**src/rtl/sbuf_pkg.sv**
```systemverilog
package sbuf_pkg;

    localparam int DATA_W = 16;
    localparam int LEN_W  = 4;

    typedef struct packed {
        logic oe;
        logic tend;
        logic rbf;
        logic tbe;
    } flag_t;

    localparam int F_TBE  = 0;
    localparam int F_RBF  = 1;
    localparam int F_TEND = 2;
    localparam int F_OE   = 3;

    // bits 0..len set, rest clear
    function automatic logic [DATA_W-1:0] len_mask(input logic [LEN_W-1:0] len);
        logic [DATA_W-1:0] m;
        for (int i = 0; i < DATA_W; i++) begin
            m[i] = (i <= int'(len));
        end
        return m;
    endfunction

endpackage

```
**src/rtl/sbuf_shifter.sv**
```systemverilog
module sbuf_shifter
    import sbuf_pkg::*;
#(
    parameter int DW = DATA_W,
    parameter int LW = LEN_W
) (
    input  logic          clk,
    input  logic          rst,
    input  logic [LW-1:0] frame_len,
    input  logic          bit_en,
    input  logic          sdi,
    output logic          sdo,
    input  logic          txd_wr,
    input  logic [DW-1:0] txd_wdata,
    output logic          load_evt,
    output logic          done_evt,
    output logic [DW-1:0] rx_word,
    output logic          active
);

    logic [DW-1:0] tx_buf;
    logic          tx_full;
    logic [DW-1:0] shreg;
    logic [LW-1:0] cnt;

    assign load_evt = tx_full && !active;
    assign done_evt = active && bit_en && (cnt == frame_len);
    assign sdo      = active && shreg[frame_len];
    assign rx_word  = {shreg[DW-2:0], sdi} & len_mask(frame_len);

    always_ff @(posedge clk) begin
        if (rst) begin
            tx_buf  <= '0;
            tx_full <= 1'b0;
            shreg   <= '0;
            cnt     <= '0;
            active  <= 1'b0;
        end else begin
            if (txd_wr) begin
                tx_buf  <= txd_wdata;
                tx_full <= 1'b1;
            end else if (load_evt) begin
                tx_full <= 1'b0;
            end

            if (load_evt) begin
                shreg  <= tx_buf;
                cnt    <= '0;
                active <= 1'b1;
            end else if (active && bit_en) begin
                shreg <= {shreg[DW-2:0], sdi};
                cnt   <= cnt + 1'b1;
                if (done_evt) active <= 1'b0;
            end
        end
    end

    a_r9_load_busy: assert property (@(posedge clk) disable iff (rst)
        load_evt |=> active);
    a_r9_done_idle: assert property (@(posedge clk) disable iff (rst)
        done_evt |=> !active);
    a_r2_cnt_bound: assert property (@(posedge clk) disable iff (rst)
        (active && $stable(frame_len)) |-> (cnt <= frame_len));

endmodule

```
**src/rtl/sbuf_flags.sv**
```systemverilog
module sbuf_flags
    import sbuf_pkg::*;
#(
    parameter int DW = DATA_W
) (
    input  logic          clk,
    input  logic          rst,
    input  logic          load_evt,
    input  logic          done_evt,
    input  logic [DW-1:0] rx_word,
    input  logic          txd_wr,
    input  logic          rxd_rd,
    input  logic          clr_wr,
    input  logic [3:0]    clr_data,
    input  logic          ien_wr,
    input  logic [3:0]    ien_data,
    output flag_t         flg,
    output logic [3:0]    ien_q,
    output logic [DW-1:0] rx_data,
    output logic          irq
);

    logic rx_take;
    logic w1c_tend;
    logic w1c_oe;

    // new frame is kept if the buffer is free or freed this cycle
    assign rx_take  = done_evt && (!flg.rbf || rxd_rd);
    assign w1c_tend = clr_wr && clr_data[F_TEND];
    assign w1c_oe   = clr_wr && clr_data[F_OE];
    assign irq      = |(flg & ien_q);

    always_ff @(posedge clk) begin
        if (rst) begin
            flg     <= '0;
            ien_q   <= '0;
            rx_data <= '0;
        end else begin
            if (load_evt)    flg.tbe <= 1'b1;
            else if (txd_wr) flg.tbe <= 1'b0;

            if (done_evt)    flg.rbf <= 1'b1;
            else if (rxd_rd) flg.rbf <= 1'b0;

            if (rx_take) rx_data <= rx_word;

            if (done_evt && flg.tbe) flg.tend <= 1'b1;
            else if (w1c_tend)       flg.tend <= 1'b0;

            if (done_evt && flg.rbf && !rxd_rd) flg.oe <= 1'b1;
            else if (w1c_oe)                    flg.oe <= 1'b0;

            if (ien_wr) ien_q <= ien_data;
        end
    end

    a_r8_masked: assert property (@(posedge clk) disable iff (rst)
        (ien_q == 4'b0) |-> !irq);
    a_r3_tbe_set: assert property (@(posedge clk) disable iff (rst)
        load_evt |=> flg.tbe);
    a_r5_rbf_clear: assert property (@(posedge clk) disable iff (rst)
        (rxd_rd && !done_evt) |=> !flg.rbf);
    a_r6_keep_old: assert property (@(posedge clk) disable iff (rst)
        (done_evt && flg.rbf && !rxd_rd) |=> (flg.oe && $stable(rx_data)));
    a_r7_oe_sticky: assert property (@(posedge clk) disable iff (rst)
        (flg.oe && !w1c_oe) |=> flg.oe);

endmodule

```
**src/rtl/sbuf_irq_ctrl.sv**
```systemverilog
module sbuf_irq_ctrl
    import sbuf_pkg::*;
(
    input  logic              clk,
    input  logic              rst,
    input  logic [LEN_W-1:0]  frame_len,
    input  logic              bit_en,
    input  logic              sdi,
    output logic              sdo,
    input  logic              txd_wr,
    input  logic [DATA_W-1:0] txd_wdata,
    input  logic              rxd_rd,
    output logic [DATA_W-1:0] rxd_rdata,
    input  logic              clr_wr,
    input  logic [3:0]        clr_data,
    input  logic              ien_wr,
    input  logic [3:0]        ien_data,
    output logic [3:0]        ien,
    output logic [3:0]        flags,
    output logic              irq,
    input  logic              mm_active,
    output logic              busy_reg,
    output logic              busy_mm
);

    logic              load_evt;
    logic              done_evt;
    logic [DATA_W-1:0] rx_word;
    flag_t             flg;

    sbuf_shifter #(.DW(DATA_W), .LW(LEN_W)) u_shift (
        .clk       (clk),
        .rst       (rst),
        .frame_len (frame_len),
        .bit_en    (bit_en),
        .sdi       (sdi),
        .sdo       (sdo),
        .txd_wr    (txd_wr),
        .txd_wdata (txd_wdata),
        .load_evt  (load_evt),
        .done_evt  (done_evt),
        .rx_word   (rx_word),
        .active    (busy_reg)
    );

    sbuf_flags #(.DW(DATA_W)) u_flags (
        .clk      (clk),
        .rst      (rst),
        .load_evt (load_evt),
        .done_evt (done_evt),
        .rx_word  (rx_word),
        .txd_wr   (txd_wr),
        .rxd_rd   (rxd_rd),
        .clr_wr   (clr_wr),
        .clr_data (clr_data),
        .ien_wr   (ien_wr),
        .ien_data (ien_data),
        .flg      (flg),
        .ien_q    (ien),
        .rx_data  (rxd_rdata),
        .irq      (irq)
    );

    assign flags = flg;

    always_ff @(posedge clk) begin
        if (rst) busy_mm <= 1'b0;
        else     busy_mm <= mm_active;
    end

    a_r10_mm_follow: assert property (@(posedge clk) disable iff (rst)
        mm_active |=> busy_mm);

endmodule

```
**config.mk**
```make
export PLATFORM = sky130hd
export DESIGN_NAME = sbuf_irq_ctrl
export DESIGN_NICKNAME = d
export VERILOG_FILES = /design/src/rtl/sbuf_pkg.sv /design/src/rtl/sbuf_shifter.sv /design/src/rtl/sbuf_flags.sv /design/src/rtl/sbuf_irq_ctrl.sv
export SDC_FILE = /design/constraint.sdc
export NUM_CORES = 1
export LEC_CHECK = 0
export ABC_AREA = 1
export BUFFER_PORTS_ARGS = -buffer_cell sky130_fd_sc_hd__buf_2
export CAP_MARGIN = 10
export CORE_UTILIZATION = 40
export CTS_CLUSTER_DIAMETER = 40
export CTS_CLUSTER_SIZE = 12
export DETAILED_ROUTE_END_ITERATION = 12
export HOLD_SLACK_MARGIN = 0.05
export PLACE_DENSITY = 0.7
export SLEW_MARGIN = 30
export SYNTH_ARGS = -nofsm -noshare
export SYNTH_HDL_FRONTEND = slang
export SYNTH_SLANG_ARGS = --single-unit
```
**constraint.sdc**
```tcl
create_clock -name clk -period 3.05 [get_ports clk]
set_clock_uncertainty 0.05 [all_clocks]
set_input_delay 0.1525 -clock clk [delete_from_list [all_inputs] [get_ports clk]]
set_output_delay 0.1525 -clock clk [all_outputs]
set_load 0.02 [all_outputs]
```
==> results.cfg, run 1 <==
[global_route]
track_usage_pct = 20.8
overflow = 0
grt_max_degree = 42
grt_pass1_vias = 2642
grt_pass1_wl_um = 12100
antenna_found_initial = 0

[drt]
antenna_left = 0
wl_per_cell_um = 12.0
post_drt_via_cell_ratio = 4.91
vias = 2927
drc = 0
wirelength_um = 7150
firstDrtPassIters = 4
drt-initial-drc-count = 177

[timing]
finalCritPeriodShare_pct = 70.6
hold_viol = 0
slew-limit-headroom_pct = 42.7
setup_violations = 0
grt_setup_unrepaired = false
finalSetupTns_ps = 0
worst_slew_pin_slew_ps = 857
final_max_slew_viol_count = 0
max_freq_ghz = 0.464
min_period_ps = 2150

[cells_and_area]
layout_common_cells = nor2_1, nand2_1, dfxtp_1
design_area_um2 = 3650
seq_area_um2 = 1260
final_core_util_pct = 53.2
final_common_cell = nor2_1
multiInputGateArea_um2 = 1350
layout-drive-gt1-share_pct = 18.6
final_nets = 533
antennaDiodeCount = 0
fin_cells = 596
fillCellCount = 716
area_delta_synth_final_pct = 27.4

[setup_path]
critPathCaptureType = flip-flop
timing.rr.start = u_shift.active
worstRegToRegCells = 7
cp_max_fo = 14
worstSetupPathType = reg -> reg
cp.required_ps = 3290
timing.rr.end = u_flags.flg[3]
critPathArrivalTime_ps = 2390
regToRegSetupSlack_ps = 900
cp-start-kind = flip-flop

[yosys]
synth_area_leader_cell = dfxtp_1
synthCells = 417
synth_nets = 455
synth_edf_count = 0
ys_warn_count = 0
netlist.area_leader.share_pct = 44.0
ys.flop_type = dfxtp_1
synthArstFlopShare_pct = 0
ys_ff_latch = 63
ys_seq_area_share_pct = 44.0
mappedNetlistArea_um2 = 2870
syn-mean-instance-area_um2 = 6.88
synth_area_leaders = dfxtp_1, nor2_1, nand2_1
post_synth_num_cell_types = 29

[cts]
cts_buffers = 9
cts_tree = built
clk_transition_reported_paths_ps = 70
htree_levels = 3
clock-sinks = 63
clockBufferDepth = 2
cts_setup_buffers = 0
cts_resized = 0
root_buffer = clkbuf_8
insertion_delay_ps = 340

[floorplan]
rows = 30
ioPinCount = 65
fp.coreArea_um2 = 6870
die_w_um = 86.7
start_util_pct = 41.7
die_h_um = 86.7
die_area_um2 = 7510

[hold_path]
whs_path_depth = 3
hp-class = in -> reg
holdCritStartpoint = ien_wr
holdPathEnd = u_flags.ien_q[0]

[power]
p_leak_nw = 1.67
p_per_area_nw_per_um2 = 503
vdd_drop_max_mv = 0.290

[run]
drv_cap = 0

[placed_design]
gp_congestion = 0.865
place_inst = 554
numPortBuffers = 62
place_hpwl_um = 4800
dpl_cell_area_um2 = 3200

[status]
status = finished, final reports clean
power by group:
group	internal (mW)	switching, mW
logic	0.0974	0.140
registers	0.867	0.0391
clock network	0.374	0.319
total	1.34	0.499
timing repair:
item / CTS / global route
endpoints found under the hold margin: 26 / 0
hold buffers: 26 / 0
setup endpoints to repair: 0 / 0
worst max-delay path by stage:
stage | end | start | cells past startpoint
floorplan | u_flags.rx_data[13] | u_shift.active | 8
global placement | u_shift.shreg[15] | u_shift.active | 6
detailed placement | u_shift.shreg[15] | u_shift.active | 6
CTS | u_flags.flg[3] | u_shift.active | 7
global route | u_flags.flg[3] | u_shift.active | 7
finish | u_flags.flg[3] | u_shift.active | 7
metal layers:
layer | routed length [um] | GRT usage [%]
met1 | 3330 | 26.4
met2 | 3290 | 34.0
met3 | 362 | 4.48
met4 | 165 | 9.09
met5 | 0 | 0
area by class of cell:
cell class,instances,area share (%)
Inverter,38,3.91
Multi-Input combinational cell,293,37.1
Clock buffer,10,3.49
Timing Repair Buffer,90,16.0
Clock inverter,6,1.68
Tap cell,96,3.29
Sequential cell,63,34.5
worst max-delay path, cell delays in order, from the launching register on:
cell and delay (ps):
dfxtp_1 450, nand2_2 170, a21oi_1 140, nand2_1 70, nor2_2 380, nand3_1 140, a21oi_1 150, dlygate4sd3_1 550
cells by family after synthesis:
kind of cell	Yosys count	synth area share [%]
fa+ha+maj	1	0.436
xor+xnor	1	0.305
buf+inv	61	8.81
compound gates	84	15.8
flops	63	44.0
simple gates	207	30.6
Yosys cell counts (all sizes together), types with 2 or more instances:
cell type  count
clkbuf        12
buf           11
o22ai         16
nand3         18
nand2         79
a211oi         2
clkinv         2
inv           36
nand4         15
o211ai         3
nor2          92
nor3           2
o21ai         39
a21oi         23
dfxtp         63
sequential cells by signal, summed over array words and instances (netlist names):
register and count:
busy_mm 1, u_flags.ien_q 4, u_flags.rx_data 16, u_shift.cnt 4, u_shift.tx_full 1, u_shift.shreg 16
u_shift.tx_buf 16, u_flags.flg 4, u_shift.active 1
stage by stage:
step,hold slack [ps],total power [mW],setup WS [ps]
final,66.1,1.84,897
after global routing,84.1,1.93,708
after CTS,54.1,1.85,933
after detailed placement,317,1.13,1160
after global placement,309,1.13,1220
after floorplan,209,1.06,1560
No activity file was read; power rests on OpenSTA's default activity.
==> inputs of run 2 (changes only) <==
- PLACE_DENSITY: 0.7 -> 0.72
- clock period: 3.05 -> 1.75 ns (I/O delays scaled with it)
==> results.cfg, run 2 (synthesized netlist as in run 1, its figures left out) <==
[global_route]
antenna_found_initial = 0
track_usage_pct = 21.9
grt_max_degree = 50
grt_pass1_vias = 2829
overflow = 0
grt_pass1_wl_um = 12800

[cts]
clockBufferDepth = 2
root_buffer = clkbuf_8
clock-sinks = 63
cts_buffers = 9
cts_tree = built
cts_setup_buffers = 0
insertion_delay_ps = 350
htree_levels = 3
clk_transition_reported_paths_ps = 70

[timing]
fin_ws_ps = 142
min_period_ps = 1610
hold_viol = 0
hold_slack_ps = 94.4
slew-limit-headroom_pct = 67.5
grt_setup_unrepaired = true
setup_violations = 0
final_max_slew_viol_count = 0
max_freq_ghz = 0.622
worst_slew_pin_slew_ps = 484
finalCritPeriodShare_pct = 91.9

[cells_and_area]
multiInputGateArea_um2 = 1360
final_core_util_pct = 55.5
antennaDiodeCount = 0
layout_common_cells = nor2_1, nand2_1, dfxtp_1
top_regs = u_flags.rx_data x16, u_shift.shreg x16, u_shift.tx_buf x16
layout-drive-gt1-share_pct = 18.9
seq_area_um2 = 1260
fin_cells = 608
design_area_um2 = 3810
fillCellCount = 667
final_nets = 545
final_common_cell = nor2_1
area_delta_synth_final_pct = 32.9

[hold_path]
whs_path_depth = 3
holdCritStartpoint = rxd_rd
hp-class = in -> reg

[setup_path]
cp-start-kind = flip-flop
endpoint = sdo
worstSetupPathType = reg -> out
regToRegSetupSlack_ps = 200
cp_max_fo = 4
worstRegToRegCells = 8
timing.rr.end = u_flags.rx_data[11]
startpoint = u_shift.shreg[6]
cp.required_ps = 1610
timing.rr.start = u_shift.active
critPathArrivalTime_ps = 1470
critPathCaptureType = output pin

[drt]
drc = 0
post_drt_via_cell_ratio = 4.90
firstDrtPassIters = 4
antenna_left = 0
wirelength_um = 7500
vias = 2977
drt-initial-drc-count = 163
wl_per_cell_um = 12.3

[power]
p_per_area_nw_per_um2 = 896
vdd_drop_max_mv = 0.551
p_leak_nw = 1.74

[floorplan]
die_h_um = 86.7
fp.coreArea_um2 = 6870
die_w_um = 86.7
start_util_pct = 41.7
die_area_um2 = 7510
rows = 30
ioPinCount = 65

[placed_design]
place_inst = 558
dpl_cell_area_um2 = 3250
dp_slack_ps = 101
gp_congestion = 0.858
place_hpwl_um = 5030
numPortBuffers = 62

[run]
drv_cap = 0

[status]
status = finished, final reports clean
==> run 2: changes by cell type in the layout (fill, tap and decap cells not counted), moves of 2 or more <==
cell and change:
clkinvlp_4 +2, dlygate4sd3_1 +8, clkinv_2 -2, buf_4 +3
==> run 2: final cells by class <==
class	instances	share of cell area, %
flip-flops and latches	63	33.1
repair buffers	102	18.6
inverters	38	3.74
multi-input cells	293	35.7
well taps	96	3.15
clock inverters	7	2.53
clock buffers	9	3.25
==> run 2: power breakdown <==
| group | internal (mW) | total [mW] | switching (mW) |
|---|---|---|---|
| Sequential | 1.51 | 1.58 | 0.0709 |
| Clock | 0.802 | 1.39 | 0.586 |
| Combinational | 0.193 | 0.444 | 0.251 |
==> run 2: what timing repair did <==
action	in CTS	in global routing
endpoints found under the setup margin	0	15
endpoints found under the hold margin	28	0
hold buffers	35	0
gates resized for setup	0	1
==> run 2: worst min-delay path by stage <==
stage                     slack [ps]              to
after global placement           240         busy_mm
final                             90  u_flags.flg[1]
after CTS                         70  u_flags.flg[1]
after global routing              80  u_flags.flg[1]
after detailed placement         250         busy_mm
after floorplan                  140         busy_mm
==> run 2: per-layer routing <==
metal	track usage, %	part of all wire [%]
met5	0	0
met4	7.12	1.8
met3	6.48	4.9
met2	37.5	47
met1	26.3	46
==> run 2: metrics by stage <==
| step | power [mW] | setup TNS [ps] |
|---|---|---|
| floorplan | 1.86 | 0 |
| global placement | 1.98 | 0 |
| detailed placement | 1.99 | 0 |
| CTS | 3.44 | 0 |
| global route | 3.57 | -3.34 |
| finish | 3.41 | 0 |
==> run 2: critical path, cell delays in order, from the launching register on <==
cell,delay [ps]
dfxtp_1,440
nand2_1,80
nand2_1,70
nand2_1,40
nand2_1,60
nand2_1,50
nand3_1,70
nor2_1,60
nor2_1,80
buf_2,170
